$ cat src/rtl/pcm_tx_pkg.sv
package pcm_tx_pkg;

   typedef enum logic [1:0] {
      TX_IDLE  = 2'd0,
      TX_PEND  = 2'd1,
      TX_SHIFT = 2'd2,
      TX_TAIL  = 2'd3
   } tx_state_e;

   typedef enum logic {
      FRM_SHORT = 1'b0,
      FRM_LONG  = 1'b1
   } frame_mode_e;

   typedef struct packed {
      logic lvl;
      logic rise;
      logic fall;
   } edge_ev_t;

endpackage

$ cat src/rtl/pcm_edge_sync.sv
module pcm_edge_sync
   import pcm_tx_pkg::*;
#(
   parameter int STAGES = 2
) (
   input  logic     clk,
   input  logic     rst_n,
   input  logic     d_in,
   output edge_ev_t ev
);

   initial begin
      if (STAGES < 2) $fatal(1, "pcm_edge_sync: STAGES must be at least 2");
   end

   logic [STAGES-1:0] chain_q;
   logic              last_q;
   logic              lvl;

   assign lvl = chain_q[STAGES-1];

   always_ff @(posedge clk or negedge rst_n) begin
      if (!rst_n) begin
         chain_q <= '0;
         last_q  <= 1'b0;
      end else begin
         chain_q <= {chain_q[STAGES-2:0], d_in};
         last_q  <= lvl;
      end
   end

   always_comb begin
      ev.lvl  = lvl;
      ev.rise = lvl & ~last_q;
      ev.fall = ~lvl & last_q;
   end

endmodule

$ cat src/rtl/pcm_frame_mode.sv
module pcm_frame_mode
   import pcm_tx_pkg::*;
#(
   parameter int LONG_MIN = 3
) (
   input  logic        clk,
   input  logic        rst_n,
   input  edge_ev_t    f_ev,
   input  edge_ev_t    b_ev,
   output frame_mode_e mode
);

   initial begin
      if (LONG_MIN < 3) $fatal(1, "pcm_frame_mode: LONG_MIN must be at least 3");
   end

   localparam int               CNT_W   = $clog2(LONG_MIN + 1);
   localparam logic [CNT_W-1:0] CNT_MAX = CNT_W'(LONG_MIN);

   logic [CNT_W-1:0] cnt_q;
   frame_mode_e      mode_q;

   always_ff @(posedge clk or negedge rst_n) begin
      if (!rst_n) begin
         cnt_q  <= '0;
         mode_q <= FRM_SHORT;
      end else if (f_ev.fall) begin
         mode_q <= (cnt_q >= CNT_MAX) ? FRM_LONG : FRM_SHORT;
         cnt_q  <= '0;
      end else if (f_ev.lvl && b_ev.fall && cnt_q != CNT_MAX) begin
         cnt_q <= cnt_q + 1'b1;
      end
   end

   assign mode = mode_q;


   mode_hold_chk: assert property (@(posedge clk) disable iff (!rst_n)
      !f_ev.fall |=> $stable(mode_q));

endmodule

$ cat src/rtl/pcm_tx_shifter.sv
module pcm_tx_shifter
   import pcm_tx_pkg::*;
#(
   parameter int WORD_W = 8
) (
   input  logic              clk,
   input  logic              rst_n,
   input  frame_mode_e       mode,
   input  edge_ev_t          f_ev,
   input  edge_ev_t          b_ev,
   input  logic [WORD_W-1:0] code_in,
   output logic              start,
   output logic              oe,
   output logic              bit_out
);

   initial begin
      if (WORD_W < 2) $fatal(1, "pcm_tx_shifter: WORD_W must be at least 2");
   end

   localparam int               IDX_W = $clog2(WORD_W);
   localparam logic [IDX_W-1:0] LAST  = IDX_W'(WORD_W - 1);

   tx_state_e         state_q;
   logic              oe_q;
   logic              seen_q;
   logic [IDX_W-1:0]  idx_q;
   logic [WORD_W-1:0] shreg_q;
   logic [WORD_W-1:0] hold_q;
   logic              start_short;
   logic              start_long;

   assign start_short = (mode == FRM_SHORT) && b_ev.fall && f_ev.lvl && !seen_q;
   assign start_long  = (mode == FRM_LONG) && f_ev.rise;
   assign start       = start_short | start_long;

   always_ff @(posedge clk or negedge rst_n) begin
      if (!rst_n) begin
         state_q <= TX_IDLE;
         oe_q    <= 1'b0;
         seen_q  <= 1'b0;
         idx_q   <= '0;
         shreg_q <= '0;
         hold_q  <= '0;
      end else begin
         if (!f_ev.lvl)       seen_q <= 1'b0;
         else if (start_short) seen_q <= 1'b1;

         if (start) begin
            hold_q  <= code_in;
            shreg_q <= hold_q;
            idx_q   <= '0;
            if (start_long && b_ev.lvl) begin
               state_q <= TX_SHIFT;
               oe_q    <= 1'b1;
            end else begin
               state_q <= TX_PEND;
               oe_q    <= 1'b0;
            end
         end else begin
            unique case (state_q)
               TX_PEND: begin
                  if (b_ev.rise) begin
                     state_q <= TX_SHIFT;
                     oe_q    <= 1'b1;
                  end
               end
               TX_SHIFT: begin
                  if (b_ev.rise && idx_q != LAST) begin
                     idx_q   <= idx_q + 1'b1;
                     shreg_q <= {shreg_q[WORD_W-2:0], 1'b0};
                  end else if (b_ev.fall && idx_q == LAST) begin
                     if (mode == FRM_SHORT || !f_ev.lvl) begin
                        state_q <= TX_IDLE;
                        oe_q    <= 1'b0;
                     end else begin
                        state_q <= TX_TAIL;
                     end
                  end
               end
               TX_TAIL: begin
                  if (!f_ev.lvl) begin
                     state_q <= TX_IDLE;
                     oe_q    <= 1'b0;
                  end
               end
               default: ;
            endcase
         end
      end
   end

   assign oe      = oe_q;
   assign bit_out = shreg_q[WORD_W-1];


   oe_rise_chk: assert property (@(posedge clk) disable iff (!rst_n)
      $rose(oe_q) |-> ($past(b_ev.rise) || $past(f_ev.rise)));


   bit_hold_chk: assert property (@(posedge clk) disable iff (!rst_n)
      (oe_q && $past(oe_q) && !$past(b_ev.rise) && !$past(f_ev.rise))
         |-> $stable(shreg_q[WORD_W-1]));


   oe_fall_chk: assert property (@(posedge clk) disable iff (!rst_n)
      $fell(oe_q) |-> ($past(b_ev.fall) || $past(f_ev.fall) || $past(f_ev.rise)));

endmodule

$ cat src/rtl/pcm_tx_gate.sv
module pcm_tx_gate #(
   parameter int GATE_SYNCS = 2
) (
   input  logic clk,
   input  logic rst_n,
   input  logic pwr_down,
   input  logic start,
   output logic allow
);

   initial begin
      if (GATE_SYNCS < 1) $fatal(1, "pcm_tx_gate: GATE_SYNCS must be at least 1");
   end

   logic allow_q;

   generate
      if (GATE_SYNCS == 1) begin : g_single
         always_ff @(posedge clk or negedge rst_n) begin
            if (!rst_n)        allow_q <= 1'b0;
            else if (pwr_down) allow_q <= 1'b0;
            else if (start)    allow_q <= 1'b1;
         end
      end else begin : g_count
         localparam int               CNT_W = $clog2(GATE_SYNCS + 1);
         localparam logic [CNT_W-1:0] OPEN  = CNT_W'(GATE_SYNCS - 1);
         logic [CNT_W-1:0] cnt_q;
         always_ff @(posedge clk or negedge rst_n) begin
            if (!rst_n) begin
               cnt_q   <= '0;
               allow_q <= 1'b0;
            end else if (pwr_down) begin
               cnt_q   <= '0;
               allow_q <= 1'b0;
            end else if (start && !allow_q) begin
               cnt_q <= cnt_q + 1'b1;
               if (cnt_q == OPEN) allow_q <= 1'b1;
            end
         end
      end
   endgenerate

   assign allow = allow_q;


   pd_block_chk: assert property (@(posedge clk) disable iff (!rst_n)
      pwr_down |=> !allow_q);


   gate_open_chk: assert property (@(posedge clk) disable iff (!rst_n)
      $rose(allow_q) |-> ($past(start) && !$past(pwr_down)));

endmodule

$ cat src/rtl/pcm_tx_port.sv
module pcm_tx_port
   import pcm_tx_pkg::*;
#(
   parameter int WORD_W      = 8,
   parameter int SYNC_STAGES = 2,
   parameter int LONG_MIN    = 3,
   parameter int GATE_SYNCS  = 2
) (
   input  logic              clk,
   input  logic              rst_n,
   input  logic              bclk_in,
   input  logic              fsync_in,
   input  logic              pwr_down,
   input  logic [WORD_W-1:0] code_in,
   output logic              sdata,
   output logic              sdata_oe,
   output logic              slot_n
);

   edge_ev_t    b_ev;
   edge_ev_t    f_ev;
   frame_mode_e mode;
   logic        start;
   logic        oe_int;
   logic        bit_int;
   logic        allow;

   pcm_edge_sync #(.STAGES(SYNC_STAGES)) u_bclk_sync (
      .clk   (clk),
      .rst_n (rst_n),
      .d_in  (bclk_in),
      .ev    (b_ev)
   );

   pcm_edge_sync #(.STAGES(SYNC_STAGES)) u_fsync_sync (
      .clk   (clk),
      .rst_n (rst_n),
      .d_in  (fsync_in),
      .ev    (f_ev)
   );

   pcm_frame_mode #(.LONG_MIN(LONG_MIN)) u_mode (
      .clk   (clk),
      .rst_n (rst_n),
      .f_ev  (f_ev),
      .b_ev  (b_ev),
      .mode  (mode)
   );

   pcm_tx_shifter #(.WORD_W(WORD_W)) u_shift (
      .clk     (clk),
      .rst_n   (rst_n),
      .mode    (mode),
      .f_ev    (f_ev),
      .b_ev    (b_ev),
      .code_in (code_in),
      .start   (start),
      .oe      (oe_int),
      .bit_out (bit_int)
   );

   pcm_tx_gate #(.GATE_SYNCS(GATE_SYNCS)) u_gate (
      .clk      (clk),
      .rst_n    (rst_n),
      .pwr_down (pwr_down),
      .start    (start),
      .allow    (allow)
   );

   assign sdata_oe = oe_int & allow;
   assign sdata    = sdata_oe & bit_int;
   assign slot_n   = ~sdata_oe;


   oe_pd_chk: assert property (@(posedge clk) disable iff (!rst_n)
      pwr_down |=> !sdata_oe);


   quiet_data_chk: assert property (@(posedge clk) disable iff (!rst_n)
      !oe_int |-> !sdata);

endmodule

$ cat config.mk
export PLATFORM = sky130hd
export DESIGN_NAME = pcm_tx_port
export DESIGN_NICKNAME = d
export VERILOG_FILES = /design/src/rtl/pcm_tx_pkg.sv /design/src/rtl/pcm_edge_sync.sv /design/src/rtl/pcm_frame_mode.sv /design/src/rtl/pcm_tx_shifter.sv /design/src/rtl/pcm_tx_gate.sv /design/src/rtl/pcm_tx_port.sv
export SDC_FILE = /design/constraint.sdc
export NUM_CORES = 1
export LEC_CHECK = 0
export ABC_AREA = 1
export BUFFER_PORTS_ARGS = -buffer_cell sky130_fd_sc_hd__buf_4
export CAP_MARGIN = 25
export CORE_MARGIN = 2
export CORE_UTILIZATION = 59
export CTS_BUF_LIST = sky130_fd_sc_hd__clkbuf_4
export DETAILED_ROUTE_END_ITERATION = 16
export PLACE_DENSITY = 0.75
export SLEW_MARGIN = 20
export SYNTH_ARGS = -nofsm -noshare
export SYNTH_HDL_FRONTEND = slang
export SYNTH_SLANG_ARGS = --single-unit
export TNS_END_PERCENT = 1
$ cat constraint.sdc
create_clock -name clk -period 2.7 [get_ports clk]
set_clock_uncertainty 0.1 [all_clocks]
set_input_delay 0.27 -clock clk [delete_from_list [all_inputs] [get_ports clk]]
set_output_delay 0.27 -clock clk [all_outputs]
set_load 0.03 [all_outputs]
== Word level (Yosys, flattened, before mapping) ==
Index checks and enable logic that the tools add are counted.

* Input bits: 13
* Register bits after elaboration: 35
* Logic and storage cells: 100
* Output and inout port bits: 3

* Add/sub/neg operators: 3
* Equality and inequality tests: 13
* Multiplexer cells: 32
* Bitwise gates (word level): 13
* Order comparisons: 1
* Reduce and logical (&&, ||, !) cells: 24

{| class="wikitable"
|+ Operators with widths
! operator !! count
|-
| 2-to-1 mux 8 bit || 3
|-
| 2-to-1 mux 2 bit || 11
|-
| 2-to-1 mux 1 bit || 13
|-
| logical AND 1 bit || 10
|-
| nonzero test 2 bit || 5
|-
| 2-to-1 mux 3 bit || 3
|-
| inequality test 3 x 1 -> 1 bit (second input constant) || 3
|-
| bitwise AND 1 bit || 6
|-
| inequality test 3 x 2 -> 1 bit (second input constant) || 2
|-
| inverter 1 bit || 6
|-
| case mux 2 bit (3 select lines) || 1
|-
| AND reduction 6 bit || 1
|-
| AND reduction 5 bit || 1
|-
| adder 2 x 1 -> 2 bit (second input constant) || 2
|-
| == test 2 x 1 -> 1 bit (second input constant) || 2
|-
| == test 2 bit (second input constant) || 2
|-
| AND reduction 2 bit || 2
|-
| nonzero test 4 bit || 1
|-
| adder 3 x 1 -> 3 bit (second input constant) || 1
|-
| == test 3 bit (second input constant) || 1
|-
| zero test 1 bit || 3
|-
| inequality test 3 bit (second input constant) || 1
|-
| case mux 1 bit (3 select lines) || 1
|-
| >= comparator 2 bit (second input constant) || 1
|-
| 4 further kinds || 4
|}

== Longest topological paths before layout ==
Gate-level depths: netlist of the first run.

* Word-level depth: 9
* Gate-level depth with buffers: 10

== Modules after synthesis ==
From an unflattened synthesis of the first run, not the netlist that was laid out.

* Cells, all modules: 214
* Area, all modules: 1739.2 um2

{| class="wikitable"
|+ By module, submodules not included
! module !! area an instance (um2) !! times used !! cells an instance !! sequential area each (um2)
|-
| pcm_tx_shifter || 1217.4 || 1 || 156 || 575.6
|-
| pcm_edge_sync || 97.6 || 2 || 8 || 75.1
|-
| pcm_tx_gate || 156.4 || 1 || 20 || 75.1
|-
| pcm_frame_mode || 150.1 || 1 || 18 || 75.1
|-
| pcm_tx_port || 20.0 || 1 || 4 || 0.0
|}

== Least setup slack after synthesis of the first run ==
No wires, ideal clock.

* Kind: reg2reg
* From: register u_shift.idx_q[0]
* To: register u_shift.shreg_q[1]
* Arrival time: 1.352 ns
* Setup time: 0.073 ns
* Buffers on the path: 1
* Setup slack: 1.175 ns
* Cell stages (with the launch flop): 11
* Data required time: 2.527 ns
* Cells stage by stage: dfrtp_1 ha_1 ha_1 inv_1 nand2_1 nor2_2 buf_4 nand2_1 nand2_1 nor2_2 a21oi_2

* Cells in the longest elaborated chain, start to end: 4

{| class="wikitable"
|+ Ends and longest elaborated chain
! element !! line !! source
|-
| from (decl) || pcm_tx_shifter.sv:27 || <nowiki>logic [IDX_W-1:0] idx_q;</nowiki>
|-
| from (signal assigned) || pcm_tx_shifter.sv:70 || <nowiki>idx_q <= idx_q + 1'b1;</nowiki>
|-
| inequality test 3 bit || pcm_tx_shifter.sv:69 || <nowiki>if (b_ev.rise && idx_q != LAST) begin</nowiki>
|-
| logical AND 1 bit || pcm_tx_shifter.sv:69 ||
|-
| nonzero test 2 bit (no source line) || n/a ||
|-
| AND reduction 2 bit (no source line) || n/a ||
|-
| to (signal assigned) || pcm_tx_shifter.sv:51 || <nowiki>shreg_q <= hold_q;</nowiki>
|-
| to (signal assigned) || pcm_tx_shifter.sv:71 || <nowiki>shreg_q <= {shreg_q[WORD_W-2:0], 1'b0};</nowiki>
|-
| to (decl) || pcm_tx_shifter.sv:28 || <nowiki>logic [WORD_W-1:0] shreg_q;</nowiki>
|}

No other way between the ends.
A chain may end at the register's enable or synchronous reset.

== Final worst setup path of the first run ==
* From: register u_shift.idx_q[0]
* To: register u_shift.shreg_q[6]

The elaborated chain is that of the path after synthesis.

==> results of run 1 <==
per-stage QoR:
stage	cells	area, µm²
5_1_grt	243	1950
3_5_place_dp	231	1800
3_3_place_gp	231	1800
4_1_cts	243	1950
6_report	243	1950
2_1_floorplan	190	1720
power breakdown:
group          internal [W]  switching, W
registers          0.000669     0.0000878
logic              0.000203      0.000287
clock network      0.000288      0.000183
synth_stat cells:
cell	count
nand2_1	59
dfrtp_1	35
inv_1	23
nand3_1	14
nand4_1	10
nor2_1	8
ha_1	7
o21ai_0	7
a21oi_2	5
nor2_2	3
a21oi_1	2
buf_4	2
inv_2	2
nand2_4	2
a211oi_1	1
buf_12	1
buf_8	1
clkbuf_8	1
nand2_2	1
nand3_2	1
nand3b_1	1
nand4_4	1
nor2_4	1
xnor2_1	1
xor2_1	1
cell usage in the layout (no fill, tap or decap), drive strengths merged:
master / instances
bufinv: 2
a21oi: 7
buf: 15
nand2: 62
dfrtp: 35
nand3: 15
dlygate4sd3: 4
nand4: 11
ha: 7
a211oi: 1
nor2: 12
nand3b: 1
o21ai: 7
inv: 25
xnor2: 1
clkbuf: 5
clkinvlp: 1
xor2: 1
per-layer routing:
| layer | GRT usage [%] | vias to the layer above |
|---|---|---|
| met5 | 0 | - |
| met4 | 8.64 | 0 |
| met3 | 6.70 | 6 |
| met2 | 31.5 | 30 |
| met1 | 24.5 | 576 |
| li1 | - | 650 |
worst paths after layout:
| kind | start | to | depth (start not counted) |
|---|---|---|---|
| max in group asynchronous | rst_n | u_shift.shreg_q[1] | 2 |
| worst min register to register | u_fsync_sync.chain_q[0] | u_fsync_sync.chain_q[1] | 0 |
| min in group asynchronous | rst_n | u_shift.state_q[1] | 2 |
| worst min-delay path | code_in[0] | u_shift.hold_q[0] | 3 |
| worst max register to register | u_shift.idx_q[0] | u_shift.shreg_q[6] | 10 |
| worst max-delay path | u_shift.idx_q[0] | u_shift.shreg_q[6] | 10 |
final cells by class:
type / instances / area, µm² / share of cell area [%]
Sequential cell: 35 / 876 / 44.9
Multi-Input combinational cell: 125 / 683 / 35.0
Timing Repair Buffer: 19 / 153 / 7.83
Inverter: 25 / 93.8 / 4.81
Clock inverter: 3 / 67.6 / 3.47
Tap cell: 31 / 38.8 / 1.99
Clock buffer: 5 / 37.5 / 1.93
sequential cells by signal (all words and copies together), names as in the netlist:
signal / flops
u_shift.hold_q: 8
u_mode.cnt_q: 2
u_bclk_sync.chain_q: 2
u_bclk_sync.last_q: 1
u_fsync_sync.chain_q: 2
u_gate.allow: 1
u_shift.state_q: 2
u_shift.idx_q: 3
u_fsync_sync.last_q: 1
u_mode.mode: 1
u_shift.seen_q: 1
u_gate.g_count.cnt_q: 2
u_shift.oe: 1
u_shift.shreg_q: 8
cells by family (layout without fill, tap and decap cells):
family | count (synthesis) | in the layout | synth area share (%)
fa+ha+maj | 7 | 7 | 5.10
compound gates | 15 | 15 | 5.61
buf+inv | 30 | 52 | 9.18
flops | 35 | 35 | 51.0
xor+xnor | 2 | 2 | 1.02
simple gates | 101 | 101 | 28.1
worst min-delay path, cell delays in order:
cell	delay, ns
buf_4	0.07
nand2_1	0.04
nand2_1	0.05
==> impl_results.md, run 1 <==
* Post-synth top area cell: dfrtp_1
* Post-synthesis sequential area ratio at 51.0%
* Initial Util at between 60% and 70%
* Die area at 3360 µm²
* TritonCTS Buffers at 5
* Worst IR Drop VDD at about 0.76 mV
* Total negative slack at 0 ns
* Pwr Total at 0.00172 W
* Pre-CTS setup slack at around 0.75 ns
* Critical path cell sequence: ha_1, ha_1, inv_1, nand2_1, nor2_2, inv_2, nand2_1, nand2_1, nor2_1, a21oi_2
* GR Util All Layers at 19.8%
* Width of the die at between 50 and 60 µm
* Final core utilization at a little over two thirds
* Cts hold-fix bufs at 4
* Root Driver: clkbuf_4
* H-tree depth at 2
* Final hold slack at around 0.021 ns
* CTS tree: built
* YS warnings at 0
* Met2 Routed Length at around 1300 µm
* Pre-Repair DR Iteration Count at 5
* Post-CTS Resized at 0
* Num Clock Sinks at 35
* Synth top area cells: dfrtp_1, nand2_1, ha_1
* # rows at 19
* Final WL at 2820 µm
* MaxCap Viol Count at 0
* Syn avg cell area at approximately 9.0 µm²
* Net Count, Synth at 210
* Wl on met1 at between 1000 and 1500 µm
* Critical path class: flip-flop to flip-flop
* Area of the mapped netlist at 1720 µm²
* Clock buffer depth at 2
* CP Max Fanout at 11
* Routed met3 length at around 160 µm
* Worst Setup End Kind: flip-flop
* Max incr delay on CP at around 0.41 ns
* Leakage at 1.01 nW
* Vias in the first global route at about 1200
* CP most frequent cell: nand2_1
* Total gr overflow at 0
* Initial antenna violation count at 0
* Final ANT Viol Nets at 0
* Via count at ~1300
* Final Hold Violating Endpoints at 0
* Critical Path AT at about 2.1 ns
* First-pass GRT wire length at about 4900 µm
* Nets at 231
* Finish-stage setup viols at 0
* Area Growth Syn to Fin at 13.6%
* Hpwl dp at 1940 µm
* Pin count of the biggest net entering global routing at 36
* Worst-Skew Late Latency at 0.34 ns
* DR iter-0 viols at 50
* Post-CTS Setup Bufs at 0
* Core area at 2760 µm²
* Routed len/inst at approximately 12 µm
* Relative slew slack at between 70% and 80%
* RSZ-0062 raised after global routing: false
* Share of cells above drive strength 1 at a little under a fifth
* Via/cell ratio at ~5.2
* Area share of the largest cell type after synthesis at approximately half
* Final GP Congestion at roughly 0.80
* Vert. Die Dim at a little under 60 µm
* Fillers at ~220
* Pwr Density at between 800 and 900 nW/µm²
* Worst hold path class: input port to flip-flop
* Antenna diode count at 0
* Post-Synthesis Cells at 190
* Ports at 16
* Fmax at 511 MHz
* Final Slew Violations at 0
* Final Cycle Share at roughly 72%
* Seq cells post-synth at 35
* Worst setup margin at about 0.74 ns
* Register clock-pin slew on the reported worst setup and hold paths at ~0.11 ns
* Highest metal layer with signal wires: met4
* Port bufs at 15
* CP max-delay cell: dfrtp_1
* CP Buf/Inv Count at 2
* CP startpoint kind: flip-flop
* DRC errors left at 0
* Critical Path RT at ~2.8 ns
* Outcome: finished, final reports clean
* Crit path time final at just under 2 ns
* Netlist cell types at 25
* Worst-Margin Slew at 0.432 ns
* FF-to-FF setup slack at roughly 0.74 ns
* Top Family by Delay on Critical Path: simple AND/OR/NAND/NOR gates
Note: power is estimated with default switching activity, not from simulation.
==> run 2: changes to the inputs <==
CORE_UTILIZATION = 55   (was 59)
PLACE_DENSITY = 0.74   (was 0.75)
clock period = 1.6 ns   (was 2.7 ns; I/O delays follow)
==> run 2 against run 1 <==
  * The flow now finishes with violations (setup timing)
  * Sequential power increased by 70%
  * Highest routed layer unchanged
  * Sequential share of layout area decreased by 3.6 points
  * Setup slack got worse by 0.76 ns
  * Sequential cell count stayed put
  * Largest power group unchanged
  * First-iteration DRC count decreased by 36%
==> impl_results.md, run 2 (synthesized netlist as in run 1, its figures left out) <==
* H-tree depth at 2
* Num Clock Sinks at 35
* Share of cells above drive strength 1 at about a quarter
* Core area at around 3000 µm²
* Fin cells at approximately 260
* Fillers at between 200 and 250
* Fmax at 617 MHz
* Relative slew slack at 71.4%
* Fin area at between 2000 and 2500 µm²
* Cells after DPL at 239
* Antenna diode count at 0
* Outcome: complete, but fails checks
* Clock buffer depth at 2
* Root Driver: clkbuf_4
* Width of the die at ~60 µm
* Final Hold Violating Endpoints at 0
* Initial antenna violation count at 0
* Die area at ~3600 µm²
* Finish-stage setup viols at 6
* Area after DPL at about 1900 µm²
* Final ANT Viol Nets at 0
* Worst Setup End Kind: flip-flop
* # rows at 20
* Ports at 16
* CP startpoint kind: flip-flop
* CTS tree: built
* First-pass GRT wire length at approximately 5500 µm
* Worst setup margin at -0.0211 ns
* Final WL at around 3300 µm
* Vias in the first global route at about 1300
* RSZ-0062 raised after global routing: true
* Final Cycle Share at 101%
* CP Launch Point: u_shift.idx_q[1]
* GR Util All Layers at between 20% and 30%
* Most common cell after layout, fill and taps aside: nand2_1
* DR iter-0 viols at 32
* Worst IR Drop VDD at about 0.69 mV
* R2R cell count at 10
* Area Growth Syn to Fin at 23.3%
* Critical Path RT at about 1.7 ns
* Via count at 1353
* TritonCTS Buffers at 5
* Worst-Skew Late Latency at about 0.34 ns
* Final core utilization at between 70% and 80%
* Pwr Total at between 0.002 and 0.003 W
* Pre-Repair DR Iteration Count at 4
* Final GP Congestion at ~0.8
* Critical path class: flip-flop to flip-flop
* FF-to-FF setup slack at -0.02 ns
* Nets at 248
* Crit path time final at between 1.5 and 2 ns
* Worst hold path class: input port to asynchronous set/reset pin
* RR Endpoint: u_shift.shreg_q[1]
* Vert. Die Dim at between 50 and 60 µm
* Most frequent cells in the layout: nand2_1, dfrtp_1, inv_1, buf_4, nand3_1
* CP Max Fanout at 5
* Leakage at ~1.1 nW
* Worst-Margin Slew at 0.429 ns
* Regs by FF count: u_shift.hold_q x8, u_shift.shreg_q x8, u_shift.idx_q x3
* Routed len/inst at ~13 µm
* MaxCap Viol Count at 0
* Pin count of the biggest net entering global routing at 36
* FF-to-FF Start: u_shift.idx_q[1]
* Pwr Density at around 1300 nW/µm²
* Violated checks: setup timing
* Initial Util at a little under three fifths
* Total gr overflow at 0
* Critical Path AT at 1.77 ns
* Hpwl dp at between 2000 and 2500 µm
* Via/cell ratio at around 5.2
* Final Slew Violations at 0
* Port bufs at 15
* Register clock-pin slew on the reported worst setup and hold paths at 0.11 ns
* DRC errors left at 0
## run 2: per-stage QoR
stage	worst slack [ns]	setup TNS, ns	hold slack [ns]
2_1_floorplan	0.0754	0	-0.236
3_3_place_gp	0.0443	0	0.0285
3_5_place_dp	-0.0121	-0.0242	0.0311
4_1_cts	0.00288	0	0.189
5_1_grt	-0.0798	-0.676	0.217
6_report	-0.0211	-0.0787	0.187
## run 2: worst max-delay path, cell delays in order (launching register included)
cell and delay, ns:
dfrtp_1 0.41, ha_2 0.21, ha_4 0.16, inv_2 0.04, nand2_2 0.05, nor2_4 0.19
inv_2 0.09, nand2_1 0.06, nand2_1 0.07, nor2_2 0.10, a21oi_2 0.04
## run 2: routing by layer
layer,track usage [%],vias up,wire length (µm)
met5,0,-,0
met2,34.6,25,1710
li1,-,681,-
met3,6.28,7,114
met1,25.3,640,1430
met4,7.30,0,55
## run 2: area by class of cell
cell class / instances / area (µm²) / share of cell area [%]
repair buffers: 35 / 313 / 14.8
multi-input cells: 125 / 728 / 34.4
clock inverters: 3 / 20.0 / 0.946
repair inverters: 1 / 7.51 / 0.355
well taps: 33 / 41.3 / 1.95
flip-flops and latches: 35 / 876 / 41.4
clock buffers: 5 / 37.5 / 1.77
inverters: 25 / 93.8 / 4.43
## run 2: repair_timing
item                                    CTS  global route
endpoints found under the hold margin    46             0
hold buffers                             12             0
pin swaps                                 0            10
setup buffers                             0             2
endpoints found under the setup margin    6            10
gates resized for setup                   2            15
gates cloned                              0             1
## run 2: how the worst max path moves through the flow
stage	cells past startpoint	to	slack (ns)
floorplan	10	u_shift.shreg_q[1]	0.08
global placement	10	u_shift.shreg_q[2]	0.04
detailed placement	8	u_shift.idx_q[1]	-0.01
CTS	10	u_shift.shreg_q[1]	0.003
global route	8	u_shift.shreg_q[7]	-0.08
finish	10	u_shift.shreg_q[1]	-0.02
## run 2: power breakdown
| part | switching, W | internal, W | total [W] |
|---|---|---|---|
| clock | 0.000308 | 0.000168 | 0.000476 |
| sequential | 0.000158 | 0.00113 | 0.00129 |
| combinational | 0.000559 | 0.000446 | 0.00101 |
| total | 0.00103 | 0.00174 | 0.00277 |
==> run 3: changes to the inputs <==
ABC_AREA = 0   (was 1)
CAP_MARGIN = 30   (was 25)
CORE_UTILIZATION = 54   (was 55)
PLACE_DENSITY = 0.73   (was 0.74)
==> run 3 against run 2 <==
  * The run ends with DRC, setup timing left
  * Sequential share of layout area is 0.29 points lower
  * First-iteration DRC count is 78% higher
  * Sequential power hardly changed
  * Routed wire length is 3.3% lower
  * Non-clock buffer count is 6 higher
  * Sequential cell count stayed put
  * Synthesized cell count is 21% lower
  * Largest cell class unchanged
  * Largest power group unchanged
  * Highest routed layer unchanged
==> impl_results.md, run 3 <==
* Post-synth EDFFs at 0
* Root Driver: clkbuf_4
* Port bufs at 15
* Via count at approximately 1200
* Post-synth top cells: dfrtp_1, nand2_1, mux2i_1, nor2_1
* Pwr Total at just over 0.003 W
* Initial antenna violation count at 0
* FF-to-FF Start: u_shift.state_q[1]
* Synth top area cells: dfrtp_1, nand2_1, mux2i_1
* Antenna diode count at 0
* Fin cells at approximately 220
* Final WL at around 3200 µm
* Final Hold Violating Endpoints at 0
* CP Buf/Inv Count at 2
* Top_reg_cell synth: dfrtp_1
* Area share of the largest cell type after synthesis at a little over half
* Relative slew slack at 71.3%
* Post-synth top area cell: dfrtp_1
* Critical path class: flip-flop to flip-flop
* CP Launch Point: u_shift.state_q[1]
* Fmax at 531 MHz
* Net Count, Synth at 170
* Final hold slack at approximately 0.18 ns
* Final GP Congestion at approximately 0.78
* RSZ-0062 raised after global routing: true
* GR Layer Usage met1 at a little over a quarter
* Worst setup margin at -0.282 ns
* Final Slew Violations at 0
* Syn avg cell area at roughly 11 µm²
* Routed len/inst at between 10 and 15 µm
* Most used routing layer: met2
* CP startpoint kind: flip-flop
* Num Clock Sinks at 35
* Worst-Margin Slew at between 0.4 and 0.5 ns
* Outcome: complete, but fails checks
* Vert. Die Dim at 58.7 µm
* Initial Util at approximately 58%
* GR Util All Layers at 21.4%
* Critical Path RT at about 1.7 ns
* Final core utilization at 76.2%
* Worst hold path class: input port to asynchronous set/reset pin
* Most common cell after layout, fill and taps aside: nand2_1
* FFs w/ async S/R, synth at 100%
* Width of the die at ~59 µm
* Core area at between 2000 and 3000 µm²
* Final ANT Viol Nets at 0
* Top Family by Delay on Critical Path: flip-flops
* Violated checks: DRC, setup timing
* CP most frequent cell: buf_4
* Critical path cell sequence: ha_1, mux2_4, a221oi_4, buf_4, buf_4, a311oi_1
* DR iter-0 viols at 57
* CTS tree: built
* Final Cycle Share at 118%
* Post-Synthesis Cells at 150
* Crit path time final at approximately 1.9 ns
* Vias in the first global route at ~1200
* YS warnings at 0
* Met3 Use GR at ~4.8%
* Seq cells post-synth at 35
* Post-synthesis sequential area ratio at 54.2%
* Via/cell ratio at 5.42
* TritonCTS Buffers at 5
* CP Max Fanout at 5
* Die area at between 3000 and 4000 µm²
* Most common cell in the netlist: dfrtp_1
* Hpwl dp at about 2100 µm
* First-pass GRT wire length at between 5000 and 6000 µm
* Area Growth Syn to Fin at 32.3%
* Worst IR Drop VDD at roughly 1.3 mV
* Max incr delay on CP at 0.45 ns
* Critical Path AT at 2.00 ns
* # rows at 19
* Pin count of the biggest net entering global routing at 36
* Regs by FF count: u_shift.hold_q x8, u_shift.shreg_q x8, u_shift.idx_q x3
* CP max-delay cell: dfrtp_1
* GR Util met2 at approximately a third
* Finish-stage setup viols at 13
* H-tree depth at 2
* Ports at 16
* Share of cells above drive strength 1 at between 20 and 30%
* Pre-Repair DR Iteration Count at 10
* Nets at about 210
* Leakage at slightly above 1 nW
* Area of the mapped netlist at 1620 µm²
* Cells after DPL at 200
* Clock buffer depth at 2
* Netlist cell types at 38
* Most frequent cells in the layout: nand2_1, dfrtp_1, buf_4, dlygate4sd3_1, mux2i_1
* DRC errors left at 1
* Pwr Density at ~1400 nW/µm²
* Register clock-pin slew on the reported worst setup and hold paths at 0.11 ns
* Worst-Skew Late Latency at between 0.3 and 0.4 ns
* Worst Setup End Kind: flip-flop
* Total gr overflow at 0
* MaxCap Viol Count at 0
run 3: cell types whose count changed in the layout (fill, tap and decap cells not counted), moves of 3 or more:
cell        previous run  this run
nand2_1               54        34
inv_1                 22         3
nand3_1               14         1
nand4_1               10         0
mux2i_1                0         9
a21oi_2                7         0
buf_4                 20        27
nand2_2                6         0
o21ai_1                0         6
o21ai_0                7         2
a21oi_1                0         3
clkinvlp_4             3         0
nor2b_1                0         3
run 3: layout make-up:
class / count / area (µm²)
Clock buffer: 6 / 45.0
Clock inverter: 2 / 60.1
Fill cell: 184 / 667
Inverter: 4 / 15.0
Multi-Input combinational cell: 105 / 738
Sequential cell: 35 / 878
Tap cell: 31 / 38.8
Timing Repair Buffer: 41 / 363
run 3: repair_timing:
item	4_1_cts	5_1_grt
setup endpoints to repair	16	18
gates resized for setup	7	3
setup buffers	2	2
pin swaps	3	1
hold endpoints to repair	48	0
hold buffers	12	0
run 3: power by group:
group | switching [W] | internal (W)
Combinational | 0.000428 | 0.000551
Sequential | 0.000161 | 0.00111
Clock | 0.000299 | 0.000505
Total | 0.000888 | 0.00217
run 3: path summary, 6_finish.rpt:
path                                          end  slack [ns]  cells past startpoint
max                            u_shift.state_q[1]       -0.28                      6
min                                    u_shift.oe        0.18                      2
max reg2reg                    u_shift.state_q[1]       -0.28                      6
min reg2reg                u_bclk_sync.chain_q[1]        0.24                      0
max in group asynchronous  u_bclk_sync.chain_q[1]        0.89                      2
min in group clk           u_bclk_sync.chain_q[1]        0.24                      0
run 3: per-stage QoR:
| stage | TNS [ns] | instance area [µm²] | setup slack, ns |
|---|---|---|---|
| global route | -2.69 | 2140 | -0.384 |
| detailed placement | -2.15 | 1840 | -0.262 |
| CTS | -1.95 | 2110 | -0.271 |
| global placement | -0.916 | 1840 | -0.132 |
| floorplan | -0.705 | 1620 | -0.0950 |
| finish | -1.61 | 2140 | -0.282 |
run 3: kinds of logic after synthesis:
family | Yosys count | share of synthesized area (%)
flops | 35 | 54.2
compound gates | 24 | 11.0
buf+inv | 10 | 2.94
mux | 12 | 7.66
xor+xnor | 2 | 1.08
simple gates | 60 | 17.7
fa+ha+maj | 7 | 5.42
run 3: metal layers:
layer  wire [µm]  vias to the layer above
li1            -                      597
met1        1400                      583
met2        1580                       26
met3         141                        8
met4          70                        0
met5           0                        -
